**src/rtl/secded_pkg.sv**
```systemverilog
package secded_pkg;

    typedef enum logic [1:0] {
        LANE_CLEAN  = 2'd0,
        LANE_SINGLE = 2'd1,
        LANE_DOUBLE = 2'd2
    } lane_state_e;

    // number of Hamming check bits needed for a data width
    function automatic int check_bits(input int dw);
        int p;
        p = 1;
        while ((1 << p) < dw + p + 1) p++;
        return p;
    endfunction

    function automatic bit is_pow2(input int v);
        return (v > 0) && ((v & (v - 1)) == 0);
    endfunction

    // Hamming position of data bit k among positions 1..n
    function automatic int data_pos(input int k, input int n);
        int seen;
        int res;
        seen = 0;
        res  = 0;
        for (int i = 1; i <= n; i++) begin
            if (!is_pow2(i)) begin
                if (seen == k) res = i;
                seen++;
            end
        end
        return res;
    endfunction

endpackage

```
**src/rtl/secded_lane_dec.sv**
```systemverilog
module secded_lane_dec
    import secded_pkg::*;
#(
    parameter  int DATA_W = 32,
    localparam int CHK_W  = check_bits(DATA_W),
    localparam int CODE_W = DATA_W + CHK_W + 1
) (
    input  logic              enable,
    input  logic [CODE_W-1:0] code,
    output logic [DATA_W-1:0] data,
    output lane_state_e       state
);
    localparam int LAST_POS = CODE_W - 1;

    logic [CHK_W-1:0]  syndrome;
    logic              par_bad;
    logic              syn_nz;
    logic              syn_in_range;
    logic [CODE_W-1:0] fixed;

    always_comb begin
        syndrome = '0;
        for (int i = 1; i < CODE_W; i++) begin
            if (code[i]) syndrome = syndrome ^ CHK_W'(i);
        end
    end

    assign par_bad      = ^code;
    assign syn_nz       = (syndrome != '0);
    assign syn_in_range = (syndrome <= CHK_W'(LAST_POS));

    always_comb begin
        state = LANE_CLEAN;
        if (enable) begin
            unique case ({par_bad, syn_nz})
                2'b00: state = LANE_CLEAN;
                2'b01: state = LANE_DOUBLE;
                2'b10: state = LANE_SINGLE;
                2'b11: state = syn_in_range ? LANE_SINGLE : LANE_DOUBLE;
                default: state = LANE_CLEAN;
            endcase
        end
    end

    always_comb begin
        fixed = code;
        if (state == LANE_SINGLE) begin
            for (int i = 1; i < CODE_W; i++) begin
                if (syndrome == CHK_W'(i)) fixed[i] = ~code[i];
            end
        end
    end

    for (genvar k = 0; k < DATA_W; k++) begin : g_extract
        localparam int DPOS = data_pos(k, LAST_POS);
        assign data[k] = fixed[DPOS];
    end

endmodule

```
**src/rtl/secded_sat_counter.sv**
```systemverilog
module secded_sat_counter #(
    parameter int CNT_W = 16,
    parameter int INC_W = 4
) (
    input  logic             clk,
    input  logic             rst_n,
    input  logic             clear,
    input  logic [INC_W-1:0] inc,
    output logic [CNT_W-1:0] count
);
    localparam logic [CNT_W-1:0] CNT_MAX = '1;

    logic [CNT_W:0]   sum;
    logic [CNT_W-1:0] count_next;

    assign sum        = {1'b0, count} + (CNT_W + 1)'(inc);
    assign count_next = sum[CNT_W] ? CNT_MAX : sum[CNT_W-1:0];

    always_ff @(posedge clk or negedge rst_n) begin
        if (!rst_n)     count <= '0;
        else if (clear) count <= '0;
        else            count <= count_next;
    end

    AST_CNT_CLEAR: assert property (@(posedge clk) disable iff (!rst_n)
        clear |=> (count == '0));

    AST_CNT_SATURATE: assert property (@(posedge clk) disable iff (!rst_n)
        (!clear && count == CNT_MAX) |=> (count == CNT_MAX));

    AST_CNT_NO_WRAP: assert property (@(posedge clk) disable iff (!rst_n)
        !clear |=> (count >= $past(count)));

endmodule

```
**src/rtl/secded_rd_decoder.sv**
```systemverilog
module secded_rd_decoder
    import secded_pkg::*;
#(
    parameter  int LANES  = 8,
    parameter  int DATA_W = 32,
    parameter  int CNT_W  = 16,
    localparam int CODE_W = DATA_W + check_bits(DATA_W) + 1
) (
    input  logic                    clk,
    input  logic                    rst_n,
    input  logic                    enable,
    input  logic                    clear,
    input  logic                    in_valid,
    input  logic [LANES*CODE_W-1:0] in_data,
    output logic                    out_valid,
    output logic [LANES*DATA_W-1:0] out_data,
    output logic                    sec_flag,
    output logic                    ded_flag,
    output logic [CNT_W-1:0]        sec_count,
    output logic [CNT_W-1:0]        ded_count
);
    localparam int HIT_W = $clog2(LANES + 1);

    lane_state_e               lane_state [LANES];
    logic [LANES*DATA_W-1:0]   dec_data;
    logic [LANES-1:0]          sec_hit;
    logic [LANES-1:0]          ded_hit;
    logic [HIT_W-1:0]          sec_inc;
    logic [HIT_W-1:0]          ded_inc;

    for (genvar l = 0; l < LANES; l++) begin : g_lane
        secded_lane_dec #(.DATA_W(DATA_W)) u_dec (
            .enable (enable),
            .code   (in_data[l*CODE_W +: CODE_W]),
            .data   (dec_data[l*DATA_W +: DATA_W]),
            .state  (lane_state[l])
        );
        assign sec_hit[l] = in_valid && (lane_state[l] == LANE_SINGLE);
        assign ded_hit[l] = in_valid && (lane_state[l] == LANE_DOUBLE);
    end

    always_comb begin
        sec_inc = '0;
        ded_inc = '0;
        for (int l = 0; l < LANES; l++) begin
            sec_inc = sec_inc + HIT_W'(sec_hit[l]);
            ded_inc = ded_inc + HIT_W'(ded_hit[l]);
        end
    end

    always_ff @(posedge clk or negedge rst_n) begin
        if (!rst_n) begin
            out_valid <= 1'b0;
            out_data  <= '0;
            sec_flag  <= 1'b0;
            ded_flag  <= 1'b0;
        end else begin
            out_valid <= in_valid;
            sec_flag  <= |sec_hit;
            ded_flag  <= |ded_hit;
            if (in_valid) out_data <= dec_data;
        end
    end

    secded_sat_counter #(.CNT_W(CNT_W), .INC_W(HIT_W)) u_sec_cnt (
        .clk   (clk),
        .rst_n (rst_n),
        .clear (clear),
        .inc   (sec_inc),
        .count (sec_count)
    );

    secded_sat_counter #(.CNT_W(CNT_W), .INC_W(HIT_W)) u_ded_cnt (
        .clk   (clk),
        .rst_n (rst_n),
        .clear (clear),
        .inc   (ded_inc),
        .count (ded_count)
    );

    AST_OUT_VALID_LAG: assert property (@(posedge clk) disable iff (!rst_n)
        1'b1 |=> (out_valid == $past(in_valid)));

    AST_DATA_HOLD: assert property (@(posedge clk) disable iff (!rst_n)
        !in_valid |=> $stable(out_data));

    AST_FLAGS_NEED_VALID: assert property (@(posedge clk) disable iff (!rst_n)
        !in_valid |=> (!sec_flag && !ded_flag));

    AST_IDLE_COUNTS_HOLD: assert property (@(posedge clk) disable iff (!rst_n)
        (!in_valid && !clear) |=> ($stable(sec_count) && $stable(ded_count)));

    AST_DISABLED_QUIET: assert property (@(posedge clk) disable iff (!rst_n)
        (!enable && !clear) |=> (!sec_flag && !ded_flag && $stable(sec_count) && $stable(ded_count)));

endmodule

```
**config.mk**
```make
export PLATFORM = sky130hd
export DESIGN_NAME = secded_rd_decoder
export DESIGN_NICKNAME = d
export VERILOG_FILES = /design/src/rtl/secded_pkg.sv /design/src/rtl/secded_lane_dec.sv /design/src/rtl/secded_sat_counter.sv /design/src/rtl/secded_rd_decoder.sv
export SDC_FILE = /design/constraint.sdc
export NUM_CORES = 1
export LEC_CHECK = 0
export BUFFER_PORTS_ARGS = -buffer_cell sky130_fd_sc_hd__buf_4
export CAP_MARGIN = 15
export CORE_ASPECT_RATIO = 2
export CORE_MARGIN = 4
export CORE_UTILIZATION = 40
export DETAILED_ROUTE_END_ITERATION = 16
export PLACE_DENSITY = 0.61
export SKIP_CTS_REPAIR_TIMING = 1
export SYNTH_ARGS = -nofsm -noshare
export SYNTH_HDL_FRONTEND = slang
export SYNTH_HIERARCHICAL = 1
export SYNTH_SLANG_ARGS = --single-unit
```
**constraint.sdc**
```tcl
create_clock -name clk -period 3.8 [get_ports clk]
set_clock_uncertainty 0.1 [all_clocks]
set_input_delay 0.38 -clock clk [delete_from_list [all_inputs] [get_ports clk]]
set_output_delay 0.38 -clock clk [all_outputs]
set_load 0.1 [all_outputs]
```
==> results.md <==
- Async SR Flop Fraction: 100%
- CTS tree: built
- I/O pin total: 608
- RR Endpoint: u_sec_cnt/count[8]
- CP Data Required Time: 4.18 ns
- Fin crit period: 5.85 ns
- Distinct cells, synth: 65
- Crit path capture: u_ded_cnt/count[15]
- Dpl ws: -2.82 ns
- TritonCTS buffer count: 31
- Sink Count: 291
- Die area: 63,700 um^2
- Share of cells above drive strength 1: 52.1%
- Pre-Repair DR Iteration Count: 7
- Worst min path class: in2reg
- Post-route design area: 34,700 um^2
- Nature of the critical path startpoint: primary input
- Die Wd: 181 um
- Vias after detailed routing: 20,300
- Core Region: 59,000 um^2
- Buffers & Inverters on Critical Path: 5
- R2R Setup Slk: 1.71 ns
- Clk slew on worst S/H paths: 0.07 ns
- Clock Tree Root: clkbuf_16
- Placed Area: 32,800 um^2
- Detail Placement HPWL: 70,700 um
- Status: complete, but fails checks
- Syn Std Cell Area: 23,800 um^2
- Area Growth Syn to Fin: 45.8%
- CP peak stage delay: 0.56 ns
- Arr. time, crit path: 6.23 ns
- I/O Buffers: 607
- Initial core utilization: 40.4%
- # DRC: 0
- Cell family with most CP delay: adder cells
- Worst rel slew slack: 21.5%
- CP Max Fanout: 3
- Fin nets: 3,537
- Wire per inst: 21.7 um
- Number of cells in the finished layout apart from fillers: 3,990
- Yosys Warn Count: 6
- GRT Util Overall: 25.8%
- Max-cap viol count: 0
- Final WS setup: -2.05 ns
- RSZ-0062 raised after global routing: true
- FF-to-FF path depth: 8
- Critical Path Stages: 23
- Worst reg2reg path startpoint: u_sec_cnt/count[0]
- Violated checks: negative setup slack
- Clock latency on the worst-skew pair: 0.61 ns
- Final period util: 154%
- Antenna violations before repair: 3
- Final Wtd Congestion: 0.927
- DR iter-0 viols: 957
- Seq cells post-synth: 291
- FMAX: 171 MHz
- Placed Cells: 3,912
- Critical path launch point: in_data[5]
- Routed WL: 86,700 um
- Vias per cell: 5.10
- Worst-Margin Slew: 1.18 ns
- Htree depth: 1
- Number of enable flip-flop cells after synthesis: 0
- Gate Count Post-Synth: 2,152
- Fillers: 5,087
- Post-Syn Nets: 2,495
- GRT overflow: 0
- Core Rows: 126
- Peak VDD IR: 0.503 mV
- Final hold viol count: 0
- Finish-stage setup viols: 32
- Seq/Total Area, Yosys: 30.6%
- Pins Over Slew Limit: 0
- Primary FF master, synth: dfrtp_1
- First-pass GRT wire length: 130,000 um
- Syn Area/Cell: 11.1 um^2
- Vert. Die Dim: 353 um
- Slowest stage cell, crit path: fa_1
- CP cell instances: buf_4 > xnor2_1 > buf_4 > xnor2_2 > xnor3_1 > xnor2_2 > nor4_4 > a31oi_2 > a221oi_2 > nand3b_1 > fa_1 > fa_1 > inv_2 > fa_1 > ha_2 > inv_2 > fa_2 > inv_2 > ha_4 > a211o_1 > a21oi_4 > nand3b_1 > mux2_4
- CTS max path bufs: 3
- Setup crit end kind: register
- Largest net degree at the start of global routing: 89
- Pwr dens: 714 nW/um^2
- Leakage Power: 14.8 nW
- ANT nets after route: 0
- Number of global-route vias before repair: 21,700
- CP Class: in2reg
## final cells by class
| cell class | instances | area [um^2] | share of cell area, % |
|---|---|---|---|
| Tap cell | 768 | 961 | 2.77 |
| Timing Repair Buffer | 1105 | 8500 | 24.5 |
| Inverter | 31 | 116 | 0.335 |
| Clock buffer | 39 | 856 | 2.47 |
| Clock inverter | 19 | 234 | 0.674 |
| Sequential cell | 291 | 7280 | 21.0 |
| Antenna cell | 3 | 7.51 | 0.0216 |
| Multi-Input combinational cell | 1734 | 16800 | 48.3 |
## cell usage after synthesis (13+ instances only)
| cell type | number | area share [%] |
|---|---|---|
| a211oi_1 | 17 | 0.54 |
| a21oi_1 | 27 | 0.57 |
| a31oi_1 | 14 | 0.37 |
| and2_1 | 18 | 0.47 |
| buf_1 | 23 | 0.36 |
| buf_2 | 29 | 0.61 |
| buf_6 | 15 | 0.71 |
| clkbuf_1 | 13 | 0.20 |
| clkbuf_8 | 16 | 0.92 |
| dfrtp_1 | 291 | 31 |
| ha_1 | 16 | 0.84 |
| inv_1 | 31 | 0.49 |
| mux2_2 | 257 | 12 |
| nand2_1 | 24 | 0.38 |
| nand3_1 | 245 | 5.2 |
| nand4_1 | 22 | 0.58 |
| nor2_1 | 24 | 0.38 |
| nor2b_1 | 23 | 0.60 |
| nor3_1 | 20 | 0.42 |
| nor4_1 | 14 | 0.37 |
| nor4_2 | 16 | 0.84 |
| o21ai_0 | 17 | 0.36 |
| or3_1 | 13 | 0.34 |
| xnor2_1 | 627 | 23 |
| xnor2_2 | 44 | 3.0 |
| xnor2_4 | 13 | 1.5 |
| xnor3_1 | 23 | 2.2 |
| xor2_1 | 96 | 3.5 |
## kinds of logic after synthesis
group                    Yosys count  share of synthesized area (%)
XOR/XNOR                         822                           34.9
AO/OA/AOI/OAI                    109                           3.04
adder cells (fa/ha/maj)           26                           1.68
AND/OR/NAND/NOR                  518                           14.2
flip-flops                       291                           30.6
multiplexers                     257                           12.2
buffers and inverters            129                           3.47
## sequential cells by signal, indices dropped and copies added (netlist names)
signal and flops:
sec_flag 1, out_valid 1, ded_flag 1, out_data 256, u_sec_cnt/count 16, u_ded_cnt/count 16
## where the power goes
part,switching [W],leakage (nW),internal (W)
clock network,0.00144,0.521,0.00188
logic,0.0112,10.9,0.00637
registers,0.000291,3.47,0.00355
## through the flow
step	power, W	setup TNS (ns)	utilization (%)	hold WS (ns)
floorplan	0.0154	-63.49	-	-0.0156
global placement	0.0209	-83.76	55.6	0.344
detailed placement	0.0211	-86.69	55.6	0.347
CTS	0.0245	-67.04	57.5	-0.308
global route	0.0260	-64.29	58.9	0.0384
finish	0.0248	-59.34	58.9	0.0432
## metal layers
| layer | part of all wire, % | vias up | track usage (%) |
|---|---|---|---|
| met2 | 55 | 721 | 49.8 |
| met4 | 3.2 | 2 | 7.67 |
| li1 | - | 9500 | - |
| met5 | 0.016 | - | 0 |
| met3 | 6.4 | 148 | 5.49 |
| met1 | 36 | 9968 | 27.8 |
## worst min-delay path, cell delays in order
cell and delay, ns:
buf_4 0.11, xnor2_1 0.10, mux2_2 0.13
## worst min-delay path by stage
stage                      start       endpoint  cells past startpoint
floorplan                  rst_n       ded_flag                      0
global placement           rst_n  out_data[198]                      1
detailed placement         rst_n  out_data[195]                      1
CTS                        rst_n  out_data[195]                      1
global route        in_data[291]  out_data[236]                      3
finish              in_data[291]  out_data[236]                      3
## cells in the final DEF (no fill, tap or decap), types with 15 or more instances in the layout
master and n:
nor4_2 18, and2_1 16, nand3_1 242, buf_4 1075
dfrtp_1 291, nand2_1 23, nor2_1 24, inv_1 26
nand4_1 22, clkbuf_16 31, xnor2_2 71, a21oi_1 16
xnor2_4 30, a211oi_1 15, nor3_1 19, nor2b_1 23
mux2_2 256, xnor3_1 21, xnor2_1 583, xor2_1 87
buf_6 17
(Power assumes the default switching activity.)
